$ cat src/rtl/deep_idle_pkg.sv
package deep_idle_pkg;
  typedef enum logic [2:0] {
    PH_ACTIVE    = 3'd0,
    PH_SAVING    = 3'd1,
    PH_PWR_DOWN  = 3'd2,
    PH_OFF       = 3'd3,
    PH_PWR_UP    = 3'd4,
    PH_RESTORING = 3'd5
  } phase_e;
endpackage

$ cat src/rtl/thread_req_collect.sv
module thread_req_collect #(
  parameter int NUM_THREADS = 2,
  parameter int HINT_W      = 4,
  parameter logic [HINT_W-1:0] DEEP_HINT = 4'h6
) (
  input  logic                          clk,
  input  logic                          rst_n,
  input  logic [NUM_THREADS-1:0]        io_lvl_rd,
  input  logic [NUM_THREADS-1:0]        wait_vld,
  input  logic [NUM_THREADS*HINT_W-1:0] wait_hint,
  input  logic                          capture_en,
  input  logic                          clear,
  output logic                          all_req
);
  logic [NUM_THREADS-1:0] pend_q;
  logic [NUM_THREADS-1:0] hit;

  for (genvar i = 0; i < NUM_THREADS; i++) begin : g_thr
    assign hit[i] = io_lvl_rd[i] |
                    (wait_vld[i] && (wait_hint[i*HINT_W +: HINT_W] == DEEP_HINT));

    always_ff @(posedge clk) begin
      if (!rst_n)          pend_q[i] <= 1'b0;
      else if (clear)      pend_q[i] <= 1'b0;
      else if (capture_en && hit[i]) pend_q[i] <= 1'b1;
    end
  end

  assign all_req = &pend_q;
endmodule

$ cat src/rtl/wake_hold.sv
module wake_hold (
  input  logic clk,
  input  logic rst_n,
  input  logic set_hold,
  input  logic drop_hold,
  output logic held
);
  always_ff @(posedge clk) begin
    if (!rst_n)         held <= 1'b0;
    else if (drop_hold) held <= 1'b0;
    else if (set_hold)  held <= 1'b1;
  end
endmodule

$ cat src/rtl/phase_fsm.sv
module phase_fsm
  import deep_idle_pkg::*;
(
  input  logic   clk,
  input  logic   rst_n,
  input  logic   all_req,
  input  logic   brk_evt,
  input  logic   brk_held,
  input  logic   save_done,
  input  logic   pwr_off_done,
  input  logic   pwr_on_done,
  input  logic   restore_done,
  output phase_e ph_q,
  output logic   start_entry,
  output logic   hold_set,
  output logic   hold_drop
);
  phase_e ph_d;

  always_comb begin
    ph_d        = ph_q;
    start_entry = 1'b0;
    hold_set    = 1'b0;
    hold_drop   = 1'b0;
    unique case (ph_q)
      PH_ACTIVE: if (all_req && !brk_evt) begin
        ph_d        = PH_SAVING;
        start_entry = 1'b1;
      end
      PH_SAVING: begin
        if (brk_evt)        ph_d = PH_ACTIVE;
        else if (save_done) ph_d = PH_PWR_DOWN;
      end
      PH_PWR_DOWN: begin
        hold_set = brk_evt;
        if (pwr_off_done) ph_d = PH_OFF;
      end
      PH_OFF: if (brk_held || brk_evt) begin
        ph_d      = PH_PWR_UP;
        hold_drop = 1'b1;
      end
      PH_PWR_UP:    if (pwr_on_done)  ph_d = PH_RESTORING;
      PH_RESTORING: if (restore_done) ph_d = PH_ACTIVE;
      default:      ph_d = PH_ACTIVE;
    endcase
  end

  always_ff @(posedge clk) begin
    if (!rst_n) ph_q <= PH_ACTIVE;
    else        ph_q <= ph_d;
  end
endmodule

$ cat src/rtl/deep_idle_seq.sv
module deep_idle_seq
  import deep_idle_pkg::*;
#(
  parameter int NUM_THREADS = 2,
  parameter int HINT_W      = 4,
  parameter logic [HINT_W-1:0] DEEP_HINT = 4'h6
) (
  input  logic                          clk,
  input  logic                          rst_n,
  input  logic [NUM_THREADS-1:0]        io_lvl_rd,
  input  logic [NUM_THREADS-1:0]        wait_vld,
  input  logic [NUM_THREADS*HINT_W-1:0] wait_hint,
  input  logic                          brk_evt,
  output logic                          save_req,
  input  logic                          save_done,
  output logic                          pwr_off_req,
  input  logic                          pwr_off_done,
  output logic                          pwr_on_req,
  input  logic                          pwr_on_done,
  output logic                          restore_req,
  input  logic                          restore_done,
  output logic                          rail_gate,
  output logic [2:0]                    phase,
  output logic                          core_active
);
  phase_e ph;
  logic   all_req, start_entry, hold_set, hold_drop, held;
  logic   in_active;

  assign in_active = (ph == PH_ACTIVE);

  thread_req_collect #(
    .NUM_THREADS(NUM_THREADS), .HINT_W(HINT_W), .DEEP_HINT(DEEP_HINT)
  ) u_req (
    .clk(clk), .rst_n(rst_n),
    .io_lvl_rd(io_lvl_rd), .wait_vld(wait_vld), .wait_hint(wait_hint),
    .capture_en(in_active),
    .clear(brk_evt || start_entry),
    .all_req(all_req)
  );

  wake_hold u_hold (
    .clk(clk), .rst_n(rst_n),
    .set_hold(hold_set), .drop_hold(hold_drop), .held(held)
  );

  phase_fsm u_fsm (
    .clk(clk), .rst_n(rst_n),
    .all_req(all_req), .brk_evt(brk_evt), .brk_held(held),
    .save_done(save_done), .pwr_off_done(pwr_off_done),
    .pwr_on_done(pwr_on_done), .restore_done(restore_done),
    .ph_q(ph), .start_entry(start_entry),
    .hold_set(hold_set), .hold_drop(hold_drop)
  );

  assign save_req    = (ph == PH_SAVING);
  assign pwr_off_req = (ph == PH_PWR_DOWN);
  assign pwr_on_req  = (ph == PH_PWR_UP);
  assign restore_req = (ph == PH_RESTORING);
  assign rail_gate   = (ph == PH_PWR_DOWN) || (ph == PH_OFF);
  assign core_active = in_active;
  assign phase       = ph;
endmodule

$ cat config.mk
export PLATFORM = sky130hd
export DESIGN_NAME = deep_idle_seq
export DESIGN_NICKNAME = d
export VERILOG_FILES = /design/src/rtl/deep_idle_pkg.sv /design/src/rtl/thread_req_collect.sv /design/src/rtl/wake_hold.sv /design/src/rtl/phase_fsm.sv /design/src/rtl/deep_idle_seq.sv
export SDC_FILE = /design/constraint.sdc
export NUM_CORES = 1
export LEC_CHECK = 0
export BUFFER_PORTS_ARGS = -buffer_cell sky130_fd_sc_hd__buf_4
export CAP_MARGIN = 20
export CORE_MARGIN = 4
export CORE_UTILIZATION = 30
export DETAILED_ROUTE_END_ITERATION = 6
export PLACE_DENSITY = 0.59
export SLEW_MARGIN = 10
export SYNTH_ARGS = -nofsm -noshare
export SYNTH_HDL_FRONTEND = slang
export SYNTH_SLANG_ARGS = --single-unit
$ cat constraint.sdc
create_clock -name clk -period 1.55 [get_ports clk]
set_input_delay 0.31 -clock clk [delete_from_list [all_inputs] [get_ports clk]]
set_output_delay 0.31 -clock clk [all_outputs]
set_load 0.005 [all_outputs]
---- Word level (Yosys, flattened, before mapping) ----
Cells that the tools add are included.
storage, ports and cells
  register bits ........................... 6
  logic and storage cells ................. 47
cells by class
  eq/ne operators ......................... 13
  muxes and demuxes ....................... 13
  bitwise gates (word level) .............. 3
  reductions and logical operators ........ 14
operators by type and width
  kind                                                              count
  3-bit 2-to-1 mux                                                  7
  3-bit case mux with 6 select lines                                1
  2-bit by 1-bit != test with 1-bit output (second input constant)  5
  4-bit by 3-bit == test with 1-bit output (second input constant)  2
  3-bit by 2-bit == test with 1-bit output (second input constant)  2
  3-bit == test (second input constant)                             2
  6-bit AND reduction                                               1
  1-bit logical AND                                                 5
  1-bit 2-to-1 mux                                                  5
  2-bit OR reduction                                                2
  3-bit by 1-bit == test with 1-bit output (second input constant)  1
  3-bit zero test                                                   1
  1-bit logical OR                                                  3
  3-bit by 2-bit != test with 1-bit output (second input constant)  1
  1-bit bitwise OR                                                  2
  2-bit AND reduction                                               1
  1-bit zero test                                                   1
  1-bit inverter                                                    1

---- Depth between registers and ports, before layout ----
  depth in word-level cells ............... 6
  mapped depth ............................ 5
  depth with buffers taken out ............ 5

---- By module ----
A second synthesis with hierarchy kept.
second synthesis, totals
  cell total of the unflattened synthesis .. 52
  area, all modules ....................... 466.7 um2
modules (own cells, without submodules)
  module              instances  cells an instance  area each (um2)  seq. area each (um2)
  phase_fsm           1          29                 270.3            60.1
  thread_req_collect  1          13                 107.6            40.0
  deep_idle_seq       1          7                  52.6             0.0
  wake_hold           1          3                  36.3             20.0

---- Worst setup path before layout ----
No wires, ideal clock.
  kind .................................... reg-to-reg
  start point ............................. register u_fsm.ph_q[0]
  end point ............................... register u_fsm.ph_q[1]
  arrival ................................. 1.099 ns
  data required time ...................... 1.432 ns
  slack ................................... 0.333 ns
  cell stages (with the launch flop) ...... 6
  buffers on the path ..................... 1
  cells stage by stage .................... dfxtp_1 -> buf_2 -> nor4b_2 -> o21bai_2 -> a32oi_1 -> nor2b_1
on the way
  word-level cells in the longest chain between the ends .. 3
  elaborated cells on any way between the ends .. 14
  classes of those cells .................. 11 x eq/ne; 1 x mux; 2 x reduce/logical
ends and longest elaborated chain
  what                                                                                                                          line             text
  start, declared                                                                                                               phase_fsm.sv:13  output phase_e ph_q,
  start signal, assigned                                                                                                        phase_fsm.sv:50  else ph_q <= ph_d;
  3-bit by 1-bit == test with 1-bit output (tied with other cells)                                                              phase_fsm.sv:25  unique case (ph_q)
  3-bit by 2-bit != test with 1-bit output (no source line) / 2-bit by 1-bit != test with 1-bit output (equally long branches)  n/a
  6-bit AND reduction (no source line)                                                                                          n/a
Several ways; a longest one is shown, not always the timed one.
A chain may end at the register's enable or synchronous reset.

---- Worst setup path after layout ----
  start point ............................. register u_fsm.ph_q[1]
  end point ............................... output core_active
on the way
  word-level cells in the longest chain between the ends .. 1
ends and longest elaborated chain
  what             line                 text
  3-bit zero test  deep_idle_seq.sv:30  assign in_active = (ph == PH_ACTIVE);
  end, declared    deep_idle_seq.sv:24  output logic core_active
No other way between the ends.

==> metrics.txt <==
combined area of the multi-input logic cells=267 um2; run status=finished, final reports clean; number of setup violations in the final report=0; final cell count without fillers=92; CP endpoint kind=output port; Pre-antenna DRT Iters=6; number of buffers inserted for hold repair after clock tree synthesis=0; WL/cell=11.6 um; Placed Instances=89; Hold WC Path Type=in2reg; count of endpoints failing hold in the final timing report=0; max-slew violation total from the final report=0; Tmin final=1.44 ns; Placement Cell Area=~610 um2; post-route ant nets=0; count of flip-flops with a built-in enable after synthesis=0; number of buffers created by CTS=3; ant diodes=0; CTS tree=yes; site row count=12; first-pass GRT wire length=1770 um; endpoint with the worst hold slack=u_fsm.ph_q[2]; Max Cap Violations=0; violation count after the first detailed-routing iteration=9; maximum root-to-sink buffer count=2; via count of the first global-routing pass=~430; die extent in y=~44 um; final setup skew=0.000526 ns; count of H-tree levels built during CTS=1; total standard cell area after synthesis=approximately 400 um2; initial cell density of the core=34.1%; largest net degree at the start of global routing=15; GRT overflow=0; number of different library cells in the post-synthesis netlist=23; critical path class=reg2out; number of vias after detailed routing=451; Final TNS setup=0 ns; Gate Count Post-Synth=49; Worst R2R End=u_fsm.ph_q[0]; buffers added on ports=27; FF/Latch Area=~120 um2; total clock sinks=6; number of nets at the end of the flow=99; Filler Cells Inserted=roughly 120; Detailed Route WL=about 1100 um; Area Growth Syn to Fin=60.2%; worst vdd rail ir drop=0.000478 V; Clock Root Buffer=sky130_fd_sc_hd__clkbuf_4; initial antenna violation count=0; worst min-delay path startpoint=rst_n; Final Wtd Congestion=0.750; die width=44.5 um; fraction of layout instances using a drive strength above 1=about half; flip-flop and latch count after synthesis=6; required time of the critical path=1.24 ns; sort of element at the start of the critical path=flip-flop; worst path setup slack after routing=0.109 ns; core region area=1170 um2; instance count along the most critical hold path=2; total routing resource utilization after global routing=between 10% and 20%; die area=1980 um2; power density over cell area=~860 nW/um2; detail-routed via count per cell=roughly 4.9; period utilization=93.0%; setup repair after global routing missed its margin=no; register clock-pin slew on the reported worst setup and hold paths=about 0.040 ns; slew margin rel.=78.2%; Tightest Pin Transition=around 0.32 ns; final instance area=639 um2; CP Max Fanout=8; half-perimeter wire length of the detailed placement result=between 800 and 900 um; Top-Level Pins=28; startpoint of the worst-slack reg-to-reg timing path=u_fsm.ph_q[1]; Synth Area per Inst=8.15 um2; clock insertion delay at the later pin of the skew report=0.24 ns; endpoint arrival time on the critical path=1.13 ns; Seq/Total Area, Yosys=30.1%; placement-stage worst setup slack=0.247 ns; leakage power figure=approximately 0.00029 uW; achievable clock frequency=694 MHz; yosys synthesis warning count=0; proportion of synthesized flip-flops having asynchronous set or reset=0%; total nets after synthesis=68; dominant register cell in the synthesized netlist=sky130_fd_sc_hd__dfxtp_1; worst reg-to-reg setup slack=0.30 ns; DRC violation count after routing=0; cell count of the worst reg-to-reg path=4
==> cells by family (layout without fill, tap and decap cells) <==
logic type             after synthesis  count (layout)  synth area share, %
AND/OR/NAND/NOR                     28              28                 44.2
flip-flops                           6               6                 30.1
buffers and inverters                3              32                 3.13
multiplexers                         1               1                 2.51
AO/OA/AOI/OAI                       11              11                 20.1
==> per-stage QoR <==
| step | hold WS, ns | util (%) | power [uW] |
|---|---|---|---|
| 2_1_floorplan | 0.428 | - | 313 |
| 3_3_place_gp | 0.454 | 52.5 | 409 |
| 3_5_place_dp | 0.457 | 52.5 | 409 |
| 4_1_cts | 0.313 | 54.5 | 561 |
| 5_1_grt | 0.312 | 54.6 | 596 |
| 6_report | 0.319 | 54.6 | 549 |
==> worst max-delay path by stage <==
| stage | startpoint | end | slack [ns] | cells past startpoint |
|---|---|---|---|---|
| finish | u_fsm.ph_q[1] | core_active | 0.11 | 2 |
| global route | u_fsm.ph_q[1] | core_active | 0.006 | 2 |
| CTS | u_fsm.ph_q[2] | core_active | 0.04 | 2 |
| detailed placement | u_fsm.ph_q[0] | save_req | 0.25 | 2 |
| global placement | u_fsm.ph_q[0] | save_req | 0.26 | 2 |
| floorplan | u_fsm.ph_q[0] | u_fsm.ph_q[1] | 0.33 | 5 |
==> worst max-delay path, stage by stage, from the launching register on <==
cell                      delay (ns)
sky130_fd_sc_hd__dfxtp_1        0.38
sky130_fd_sc_hd__nor3_2         0.33
sky130_fd_sc_hd__buf_4          0.18
==> power breakdown <==
part           internal [uW]  switching, uW  leakage [uW]
clock network           87.6           56.8     0.0000138
registers                173           35.2     0.0000497
logic                    122           74.3      0.000228
==> placed cells by master (no fill, tap or decap), types with 2 or more instances in the layout <==
| cell type | Yosys | layout |
|---|---|---|
| sky130_fd_sc_hd__nor3b_1 | 2 | 2 |
| sky130_fd_sc_hd__buf_4 | 0 | 27 |
| sky130_fd_sc_hd__nand3b_1 | 3 | 3 |
| sky130_fd_sc_hd__dfxtp_1 | 6 | 4 |
| sky130_fd_sc_hd__nor2b_1 | 2 | 2 |
| sky130_fd_sc_hd__clkbuf_4 | 0 | 3 |
| sky130_fd_sc_hd__nand3_1 | 3 | 3 |
| sky130_fd_sc_hd__nand4b_1 | 2 | 2 |
| sky130_fd_sc_hd__a21oi_1 | 4 | 4 |
| sky130_fd_sc_hd__nand2_1 | 4 | 4 |
| sky130_fd_sc_hd__nand2b_1 | 3 | 3 |
| sky130_fd_sc_hd__dfxtp_2 | 0 | 2 |
| sky130_fd_sc_hd__o21bai_1 | 2 | 2 |
| sky130_fd_sc_hd__nor2_1 | 6 | 6 |
==> cell type report <==
class                           count  share of cell area (%)
Clock buffer                        3                    3.52
Inverter                            2                    1.17
Multi-Input combinational cell     40                    41.7
Sequential cell                     6                    19.2
Tap cell                           14                    2.74
Timing Repair Buffer               27                    31.7
==> sequential cells by signal, summed over array words and instances (netlist names) <==
| signal | flops |
|---|---|
| u_fsm.ph_q | 3 |
| u_req.pend_q | 2 |
| u_hold.held | 1 |
==> synth_stat cells, types with 2 or more instances <==
master	number	area [um2]
sky130_fd_sc_hd__o21bai_1	2	15.0
sky130_fd_sc_hd__nor3b_1	2	15.0
sky130_fd_sc_hd__nand2b_1	3	18.8
sky130_fd_sc_hd__nand3_1	3	15.0
sky130_fd_sc_hd__a21oi_1	4	20.0
sky130_fd_sc_hd__nand4b_1	2	17.5
sky130_fd_sc_hd__dfxtp_1	6	120
sky130_fd_sc_hd__nand3b_1	3	22.5
sky130_fd_sc_hd__nand2_1	4	15.0
sky130_fd_sc_hd__nor2b_1	2	12.5
sky130_fd_sc_hd__nor2_1	6	22.5
==> metal layers <==
layer | GRT usage, % | vias to the layer above | routed length, um
li1 | - | 235 | -
met1 | 15.9 | 201 | 460
met2 | 16.9 | 15 | 521
met3 | 2.85 | 0 | 82
met4 | 7.23 | 0 | 0
met5 | 0 | - | 0
==> repair_timing <==
action                                  CTS  global route
cloned                                    0             0
gates resized for setup                   1             1
endpoints found under the setup margin    1             3
buffers inserted                          0             0
No activity file was read; power rests on OpenSTA's default activity.
